### config.mk
export PLATFORM = sky130hd
export DESIGN_NAME = bipwm_drv
export DESIGN_NICKNAME = d
export VERILOG_FILES = /design/src/rtl/bipwm_pkg.sv /design/src/rtl/bipwm_rst_sync.sv /design/src/rtl/bipwm_timebase.sv /design/src/rtl/bipwm_duty_map.sv /design/src/rtl/bipwm_drv.sv
export SDC_FILE = /design/constraint.sdc
export NUM_CORES = 1
export LEC_CHECK = 0
export BUFFER_PORTS_ARGS = -buffer_cell sky130_fd_sc_hd__clkbuf_2
export CAP_MARGIN = 15
export CORE_UTILIZATION = 61
export CTS_CLUSTER_DIAMETER = 120
export CTS_CLUSTER_SIZE = 40
export DETAILED_ROUTE_END_ITERATION = 8
export PLACE_DENSITY = 0.8
export SLEW_MARGIN = 0
export SYNTH_ARGS = -nofsm -noshare
export SYNTH_HDL_FRONTEND = slang
export SYNTH_SLANG_ARGS = --single-unit
### constraint.sdc
create_clock -name clk_i -period 2 [get_ports clk_i]
set_input_delay 0.3 -clock clk_i [delete_from_list [all_inputs] [get_ports clk_i]]
set_output_delay 0.3 -clock clk_i [all_outputs]
set_load 0.1 [all_outputs]
### src/rtl/bipwm_pkg.sv
`timescale 1ns/1ps
package bipwm_pkg;
  typedef enum logic {
    DIR_COOL = 1'b0,
    DIR_HEAT = 1'b1
  } dir_e;
endpackage

### src/rtl/bipwm_rst_sync.sv
`timescale 1ns/1ps
module bipwm_rst_sync #(
  parameter int STAGES = 2
) (
  input  logic clk_i,
  input  logic arst_ni,
  output logic rst_no
);
  logic [STAGES-1:0] chain_q;

  always_ff @(posedge clk_i or negedge arst_ni) begin
    if (!arst_ni) chain_q <= '0;
    else          chain_q <= {chain_q[STAGES-2:0], 1'b1};
  end

  assign rst_no = chain_q[STAGES-1];
endmodule

### src/rtl/bipwm_timebase.sv
`timescale 1ns/1ps
module bipwm_timebase #(
  parameter int FAST_PER    = 20,
  parameter int SLOW_MULT   = 5,
  parameter int SYNC_STAGES = 2,
  parameter int CNT_W       = 7
) (
  input  logic             clk_i,
  input  logic             rst_ni,
  input  logic             slow_i,
  input  logic             int_sel_i,
  input  logic             sync_i,
  output logic             tick_o,
  output logic [CNT_W-1:0] cnt_o,
  output logic [CNT_W-1:0] per_o,
  output logic [CNT_W-1:0] per_sel_o
);
  localparam logic [CNT_W-1:0] FAST_C = CNT_W'(FAST_PER);
  localparam logic [CNT_W-1:0] SLOW_C = CNT_W'(FAST_PER * SLOW_MULT);

  logic [SYNC_STAGES:0] sync_q, sync_d;
  logic [CNT_W-1:0]     cnt_q, cnt_d;
  logic [CNT_W-1:0]     per_q, per_d;
  logic                 at_end, sync_edge;

  // next state
  always_comb begin
    sync_d    = {sync_q[SYNC_STAGES-1:0], sync_i};
    sync_edge = sync_q[SYNC_STAGES] ^ sync_q[SYNC_STAGES-1];
    at_end    = (cnt_q >= per_q - 1'b1);
    per_sel_o = slow_i ? SLOW_C : FAST_C;
    tick_o    = int_sel_i ? at_end : sync_edge;
    if (tick_o)      cnt_d = '0;
    else if (at_end) cnt_d = cnt_q;
    else             cnt_d = cnt_q + 1'b1;
    per_d = tick_o ? per_sel_o : per_q;
  end

  // registers
  always_ff @(posedge clk_i or negedge rst_ni) begin
    if (!rst_ni) begin
      sync_q <= '0;
      cnt_q  <= '0;
      per_q  <= FAST_C;
    end else begin
      sync_q <= sync_d;
      cnt_q  <= cnt_d;
      per_q  <= per_d;
    end
  end

  assign cnt_o = cnt_q;
  assign per_o = per_q;
endmodule

### src/rtl/bipwm_duty_map.sv
`timescale 1ns/1ps
module bipwm_duty_map
  import bipwm_pkg::*;
#(
  parameter int CMD_W = 8,
  parameter int CNT_W = 7,
  parameter int HYST  = 4
) (
  input  logic signed [CMD_W-1:0] cmd_i,
  input  dir_e                    dir_cur_i,
  input  logic [CNT_W-1:0]        per_i,
  output dir_e                    dir_nxt_o,
  output logic [CNT_W-1:0]        cmp_nxt_o
);
  localparam int                      PW     = CMD_W + CNT_W;
  localparam logic signed [CMD_W-1:0] BAND_HI = CMD_W'(HYST);
  localparam logic signed [CMD_W-1:0] BAND_LO = -BAND_HI;
  localparam logic [CMD_W-1:0]        FULL_C = CMD_W'((2 ** (CMD_W - 1)) - 1);

  logic             neg;
  logic [CMD_W:0]   ext, absx;
  logic [CMD_W-1:0] mag, eff;
  logic [PW-1:0]    prod, scaled;

  always_comb begin
    if (cmd_i > BAND_HI)      dir_nxt_o = DIR_COOL;
    else if (cmd_i < BAND_LO) dir_nxt_o = DIR_HEAT;
    else                      dir_nxt_o = dir_cur_i;

    neg  = cmd_i[CMD_W-1];
    ext  = {cmd_i[CMD_W-1], cmd_i};
    absx = neg ? (~ext + 1'b1) : ext;
    mag  = absx[CMD_W-1:0];
    eff  = ((dir_nxt_o == DIR_HEAT) == neg) ? mag : '0;

    prod   = PW'(eff) * PW'(per_i);
    scaled = prod >> (CMD_W - 1);
    if (eff >= FULL_C) cmp_nxt_o = per_i;
    else               cmp_nxt_o = scaled[CNT_W-1:0];
  end
endmodule

### src/rtl/bipwm_drv.sv
`timescale 1ns/1ps
module bipwm_drv
  import bipwm_pkg::*;
#(
  parameter int CMD_W       = 8,
  parameter int FAST_PER    = 20,
  parameter int SLOW_MULT   = 5,
  parameter int HYST        = 4,
  parameter int SYNC_STAGES = 2
) (
  input  logic                    clk_i,
  input  logic                    rst_ni,
  input  logic signed [CMD_W-1:0] cmd_i,
  input  logic                    slow_i,
  input  logic                    int_sel_i,
  input  logic                    sync_i,
  input  logic                    run_i,
  output logic                    pwm_o,
  output logic                    dir_o,
  output logic                    oe_o
);
  localparam int CNT_W = $clog2(FAST_PER * SLOW_MULT + 1);

  logic             rst_q_n;
  logic             tick;
  logic [CNT_W-1:0] cnt, per, per_sel;
  dir_e             dir_q, dir_d, dir_nxt;
  logic [CNT_W-1:0] cmp_q, cmp_d, cmp_nxt;
  logic             run_q;
  logic             pwm_raw;

  bipwm_rst_sync #(.STAGES(2)) i_rst (
    .clk_i(clk_i), .arst_ni(rst_ni), .rst_no(rst_q_n)
  );

  bipwm_timebase #(
    .FAST_PER(FAST_PER), .SLOW_MULT(SLOW_MULT),
    .SYNC_STAGES(SYNC_STAGES), .CNT_W(CNT_W)
  ) i_tb (
    .clk_i(clk_i), .rst_ni(rst_q_n), .slow_i(slow_i), .int_sel_i(int_sel_i),
    .sync_i(sync_i), .tick_o(tick), .cnt_o(cnt), .per_o(per), .per_sel_o(per_sel)
  );

  bipwm_duty_map #(.CMD_W(CMD_W), .CNT_W(CNT_W), .HYST(HYST)) i_map (
    .cmd_i(cmd_i), .dir_cur_i(dir_q), .per_i(per_sel),
    .dir_nxt_o(dir_nxt), .cmp_nxt_o(cmp_nxt)
  );

  // next state: settings are only taken at a period boundary
  always_comb begin
    dir_d = tick ? dir_nxt : dir_q;
    cmp_d = tick ? cmp_nxt : cmp_q;
  end

  always_ff @(posedge clk_i or negedge rst_q_n) begin
    if (!rst_q_n) begin
      dir_q <= DIR_COOL;
      cmp_q <= '0;
      run_q <= 1'b0;
    end else begin
      dir_q <= dir_d;
      cmp_q <= cmp_d;
      run_q <= run_i;
    end
  end

  always_comb begin
    if (dir_q == DIR_HEAT) pwm_raw = (cnt >= cmp_q);
    else                   pwm_raw = (cnt < cmp_q);
  end

  assign oe_o  = run_q;
  assign pwm_o = run_q & pwm_raw;
  assign dir_o = run_q & (dir_q == DIR_HEAT);
endmodule

==> results of run 1 <==
## metal layers
layer  overflow  global-route usage (%)
met1          0                    75.8
met2         32                    97.3
met3          3                    52.1
met4         25                    86.7
met5          0                    5.56
## stage by stage
step	std cells	utilization, %
floorplan	272	-
global placement	386	85.7
detailed placement	386	85.7
CTS	400	92.1
## cell usage after synthesis, types with 5 or more instances
cell / count / area share, %
inv_1: 35 / 5.4
o31ai_1: 5 / 1.5
nor2_1: 18 / 2.8
ha_1: 36 / 19
o21ai_0: 11 / 2.3
nor2b_1: 5 / 1.3
dfrtp_1: 22 / 23
xnor2_1: 13 / 4.7
xor2_1: 5 / 1.8
fa_1: 11 / 9.1
nand3_1: 5 / 1.0
a21oi_1: 11 / 2.3
nand2_1: 26 / 4.0
nand4_1: 5 / 1.3
## logic make-up after synthesis
family | count (synthesis) | synth area share, %
AO/OA/AOI/OAI | 58 | 17.1
XOR/XNOR | 18 | 6.49
adder cells (fa/ha/maj) | 47 | 27.6
buffers and inverters | 43 | 7.47
flip-flops | 23 | 23.8
multiplexers | 1 | 0.412
other | 2 | 0.309
AND/OR/NAND/NOR | 80 | 16.8
## timing repair
| item | 4_1_cts |
|---|---|
| gates resized for setup | 25 |
| setup endpoints to repair | 18 |
| hold buffers | 1 |
| pin swaps | 37 |
| setup buffers | 9 |
| hold endpoints to repair | 2 |
==> flow_metrics.env, run 1 <==
export IMPL_synth_ff_type="dfrtp_1"
export IMPL_synth_edf_count=0
export IMPL_cts_root_buf="clkbuf_8"
export IMPL_stop_stage="global routing (5_1_grt)"
export IMPL_yosysWarnings=0
export IMPL_cts_made_buffers=3
export IMPL_ys_seq_area_share_pct=23.8
export IMPL_ys_ff_latch=23
export IMPL_cts_sinks=23
export IMPL_syn_instance_count=272
export IMPL_dp_slack_ns=-2.50
export IMPL_synth_nets=333
export IMPL_gp_congestion=0.829
export IMPL_portBuffers=16
export IMPL_error_message="[ERROR GRT-0232] Routing congestion too high. Check the congestion heatmap in the GUI."
export IMPL_ys_async_sr_fraction_pct=100
export IMPL_run_status="aborted with a tool error"
export IMPL_postGrtWorstEndpoint="cmp_q[6]$_DFFE_PN0N_/D"
export IMPL_die_x_um=65.1
export IMPL_ys_types=53
export IMPL_grt_max_degree=22
export IMPL_global_route_usage_total_pct=76.5
export IMPL_io_pins=17
export IMPL_placed_cell_area_sq_um=3210
export IMPL_hpwl_um=5020
export IMPL_synth_avg_cell_area_sq_um=8.93
export IMPL_gr_total_overflow=60
export IMPL_die_h_um=65.1
export IMPL_num_rows=22
export IMPL_syn_area_sq_um=2430
export IMPL_endpoint_type="sequential cell input"
export IMPL_h_tree_depth=1
export IMPL_cts_buffer_depth=2
export IMPL_initial_utilization_pct=64.9
==> run 2: changes to the inputs <==
- CORE_UTILIZATION: 61 -> 40
- CTS_CLUSTER_DIAMETER: 120 -> default
- CTS_CLUSTER_SIZE: 40 -> default
- PLACE_DENSITY: 0.8 -> default
- PLACE_DENSITY_LB_ADDON: default -> 0.15
==> run 2 against run 1 <==
  * The flow now finishes, with violations (setup timing)
  * Synthesized cell count unchanged
  * Synthesized area unchanged
==> flow_metrics.env, run 2 <==
export IMPL_grt_setup_unrepaired="true"
export IMPL_syn_area_sq_um=2430
export IMPL_min_period_ns=4.10
export IMPL_drc=0
export IMPL_global_route_usage_total_pct=20.4
export IMPL_violations="setup timing"
export IMPL_layout_common_cells="buf_4, inv_1, ha_1, dfrtp_1, nand2_1"
export IMPL_wl_per_cell_um=13.8
export IMPL_synth_ff_type="dfrtp_1"
export IMPL_path_common_cell="ha_4"
export IMPL_setup_viol=18
export IMPL_grt_pass1_wl_um=10100
export IMPL_vias=2144
export IMPL_finalPower_mw=3.24
export IMPL_synthTopCellsByCount="ha_1, inv_1, nand2_1, dfrtp_1, nor2_1"
export IMPL_drtAntennaViolNets=0
export IMPL_arrival_ns=4.25
export IMPL_yosys_cell_count_top_type="ha_1"
export IMPL_cts_made_buffers=3
export IMPL_nets=418
export IMPL_critPathCaptureType="flip-flop"
export IMPL_cts_tree="built"
export IMPL_h_tree_depth=1
export IMPL_synth_top_area_share_pct=22.7
export IMPL_run_status="finished with violations"
export IMPL_grt_max_degree=22
export IMPL_grt_pass1_vias=2089
export IMPL_synth_top_cell_by_area="dfrtp_1"
export IMPL_dr_pass1_iters=4
export IMPL_dieArea_sq_um=6390
export IMPL_required_ns=2.15
export IMPL_fin_worst_skew_ns=0.00774
export IMPL_coreArea_sq_um=5890
export IMPL_synth_avg_cell_area_sq_um=8.93
export IMPL_num_rows=28
export IMPL_tightest_slew_ns=0.550
export IMPL_yosysWarnings=0
export IMPL_cts_buffer_depth=2
export IMPL_slowest_stage="fa_1"
export IMPL_ys_async_sr_fraction_pct=100
export IMPL_synth_edf_count=0
export IMPL_clock_latency_ns=0.26
export IMPL_final_common_cell="buf_4"
export IMPL_initial_utilization_pct=41.3
export IMPL_drt_wl_total_um=5950
export IMPL_maxSlewHeadroom_pct=63.3
export IMPL_path_clk_slew_ns=0.09
export IMPL_first_iter_violations=120
export IMPL_path_max_fanout=5
export IMPL_ir_drop_mv=0.622
export IMPL_cts_sinks=23
export IMPL_cp_top_family="adder cells"
export IMPL_path_class="in -> reg"
export IMPL_hold_class="in -> reg"
export IMPL_startpoint_type="input pin"
export IMPL_gp_congestion=0.774
export IMPL_crit_buf_inv=4
export IMPL_portBuffers=16
export IMPL_io_pins=17
export IMPL_fin_crit_sh_pct=205
export IMPL_p_per_area_nw_per_um2=902
export IMPL_fmax_mhz=244
export IMPL_max_stage_delay_ns=0.52
export IMPL_cts_root_buf="clkbuf_8"
export IMPL_antenna_found_initial=0
export IMPL_leakage_nw=1.69
export IMPL_num_antenna_cells=0
export IMPL_drv_cap=0
export IMPL_synth_nets=333
export IMPL_die_h_um=79.9
export IMPL_ys_ff_latch=23
export IMPL_gr_total_overflow=0
export IMPL_fin_setup_tns_ns=-15.95
export IMPL_syn_instance_count=272
export IMPL_via_per_inst=4.97
export IMPL_die_x_um=79.9
export IMPL_hold_viol_final=0
export IMPL_yosys_top_cells_area="dfrtp_1, ha_1, fa_1"
export IMPL_ys_types=53
export IMPL_ys_seq_area_share_pct=23.8
export IMPL_cp_cell_sequence="clkbuf_4 > inv_12 > ha_4 > or3b_4 > nand2_2 > xnor2_2 > nand2_1 > fa_1 > fa_1 > inv_1 > ha_4 > ha_4 > inv_1 > fa_2 > nor2b_4 > o31a_1 > o22ai_1 > xnor2_1 > o2111a_1 > a211oi_2"
export IMPL_drive_gt1_share_pct=44.1
export IMPL_timing_final_ws_setup_ns=-2.10
export IMPL_hpwl_um=4700
export IMPL_area_growth_pct=47.8
export IMPL_maxSlewViolCount=0
-- run 2: cell type report --
| cell class | instances | area, sq um |
|---|---|---|
| Clock buffer | 4 | 45.0 |
| Fill cell | 500 | 2300 |
| Inverter | 35 | 146 |
| Multi-Input combinational cell | 207 | 2050 |
| Sequential cell | 23 | 577 |
| Tap cell | 75 | 93.8 |
| Timing Repair Buffer | 87 | 679 |
-- run 2: logic make-up after synthesis --
kind of cell	share of synthesized area, %
other cells	0.309
buf+inv	7.47
fa+ha+maj	27.6
simple gates	16.8
flops	23.8
mux	0.412
xor+xnor	6.49
compound gates	17.1
-- run 2: what timing repair did --
| action | CTS | global route |
|---|---|---|
| cloned | 1 | 0 |
| hold buffers | 1 | 0 |
| gates resized for setup | 26 | 12 |
| setup endpoints to repair | 18 | 18 |
| buffers inserted | 10 | 4 |
| hold endpoints to repair | 2 | 0 |
| pin swaps | 31 | 12 |
-- run 2: worst paths after layout --
| check | startpoint | endpoint | slack (ns) | cells after the start |
|---|---|---|---|---|
| max in group asynchronous | i_rst.chain_q[1] | i_tb.per_o[4] | 1.52 | 1 |
| setup / recovery | cmd_i[1] | cmp_q[6] | -2.10 | 20 |
| min in group asynchronous | i_rst.chain_q[1] | i_tb.cnt_o[3] | 0.21 | 1 |
| hold / removal | run_i | oe_o | 0.14 | 1 |
| setup reg to reg | dir_q | cmp_q[6] | -2.09 | 17 |
| hold reg to reg | i_rst.chain_q[1] | i_tb.cnt_o[3] | 0.21 | 1 |
-- run 2: power breakdown --
part / internal, mW / total [mW] / switching [mW] / leakage [nW]
Clock: 0.142 / 0.291 / 0.149 / 0.0228
Combinational: 1.20 / 2.29 / 1.09 / 1.39
Sequential: 0.592 / 0.658 / 0.0655 / 0.284
Total: 1.94 / 3.24 / 1.30 / 1.69
-- run 2: per-layer routing --
layer / vias up / track usage, % / share of wire [%]
met1: 1004 / 29.5 / 51
li1: 1110 / - / -
met5: - / 0 / 0
met3: 2 / 2.06 / 1.6
met4: 0 / 1.96 / 0.20
met2: 28 / 33.9 / 48
-- run 2: metrics by stage --
step,instance area [sq um],setup slack [ns],instances,util (%),hold slack [ns]
2_1_floorplan,2680,-2.03,272,-,0.00441
5_1_grt,3590,-2.30,431,61.0,0.127
6_report,3590,-2.10,431,61.0,0.140
4_1_cts,3520,-2.11,428,59.7,0.135
3_5_place_dp,3230,-2.38,412,55.0,0.0860
3_3_place_gp,3230,-2.37,412,55.0,0.0853
-- run 2: worst reg2reg max path: stages, from the launching register on --
cell	delay (ns)
dfrtp_1	0.40
buf_4	0.17
a41o_1	0.22
o22ai_2	0.24
nand2_2	0.11
fa_1	0.46
fa_1	0.52
inv_1	0.08
ha_4	0.25
ha_4	0.28
inv_1	0.06
fa_2	0.41
nor2b_4	0.12
o31a_1	0.14
o22ai_1	0.08
xnor2_1	0.16
o2111a_1	0.22
a211oi_2	0.04
(Power assumes the default switching activity.)
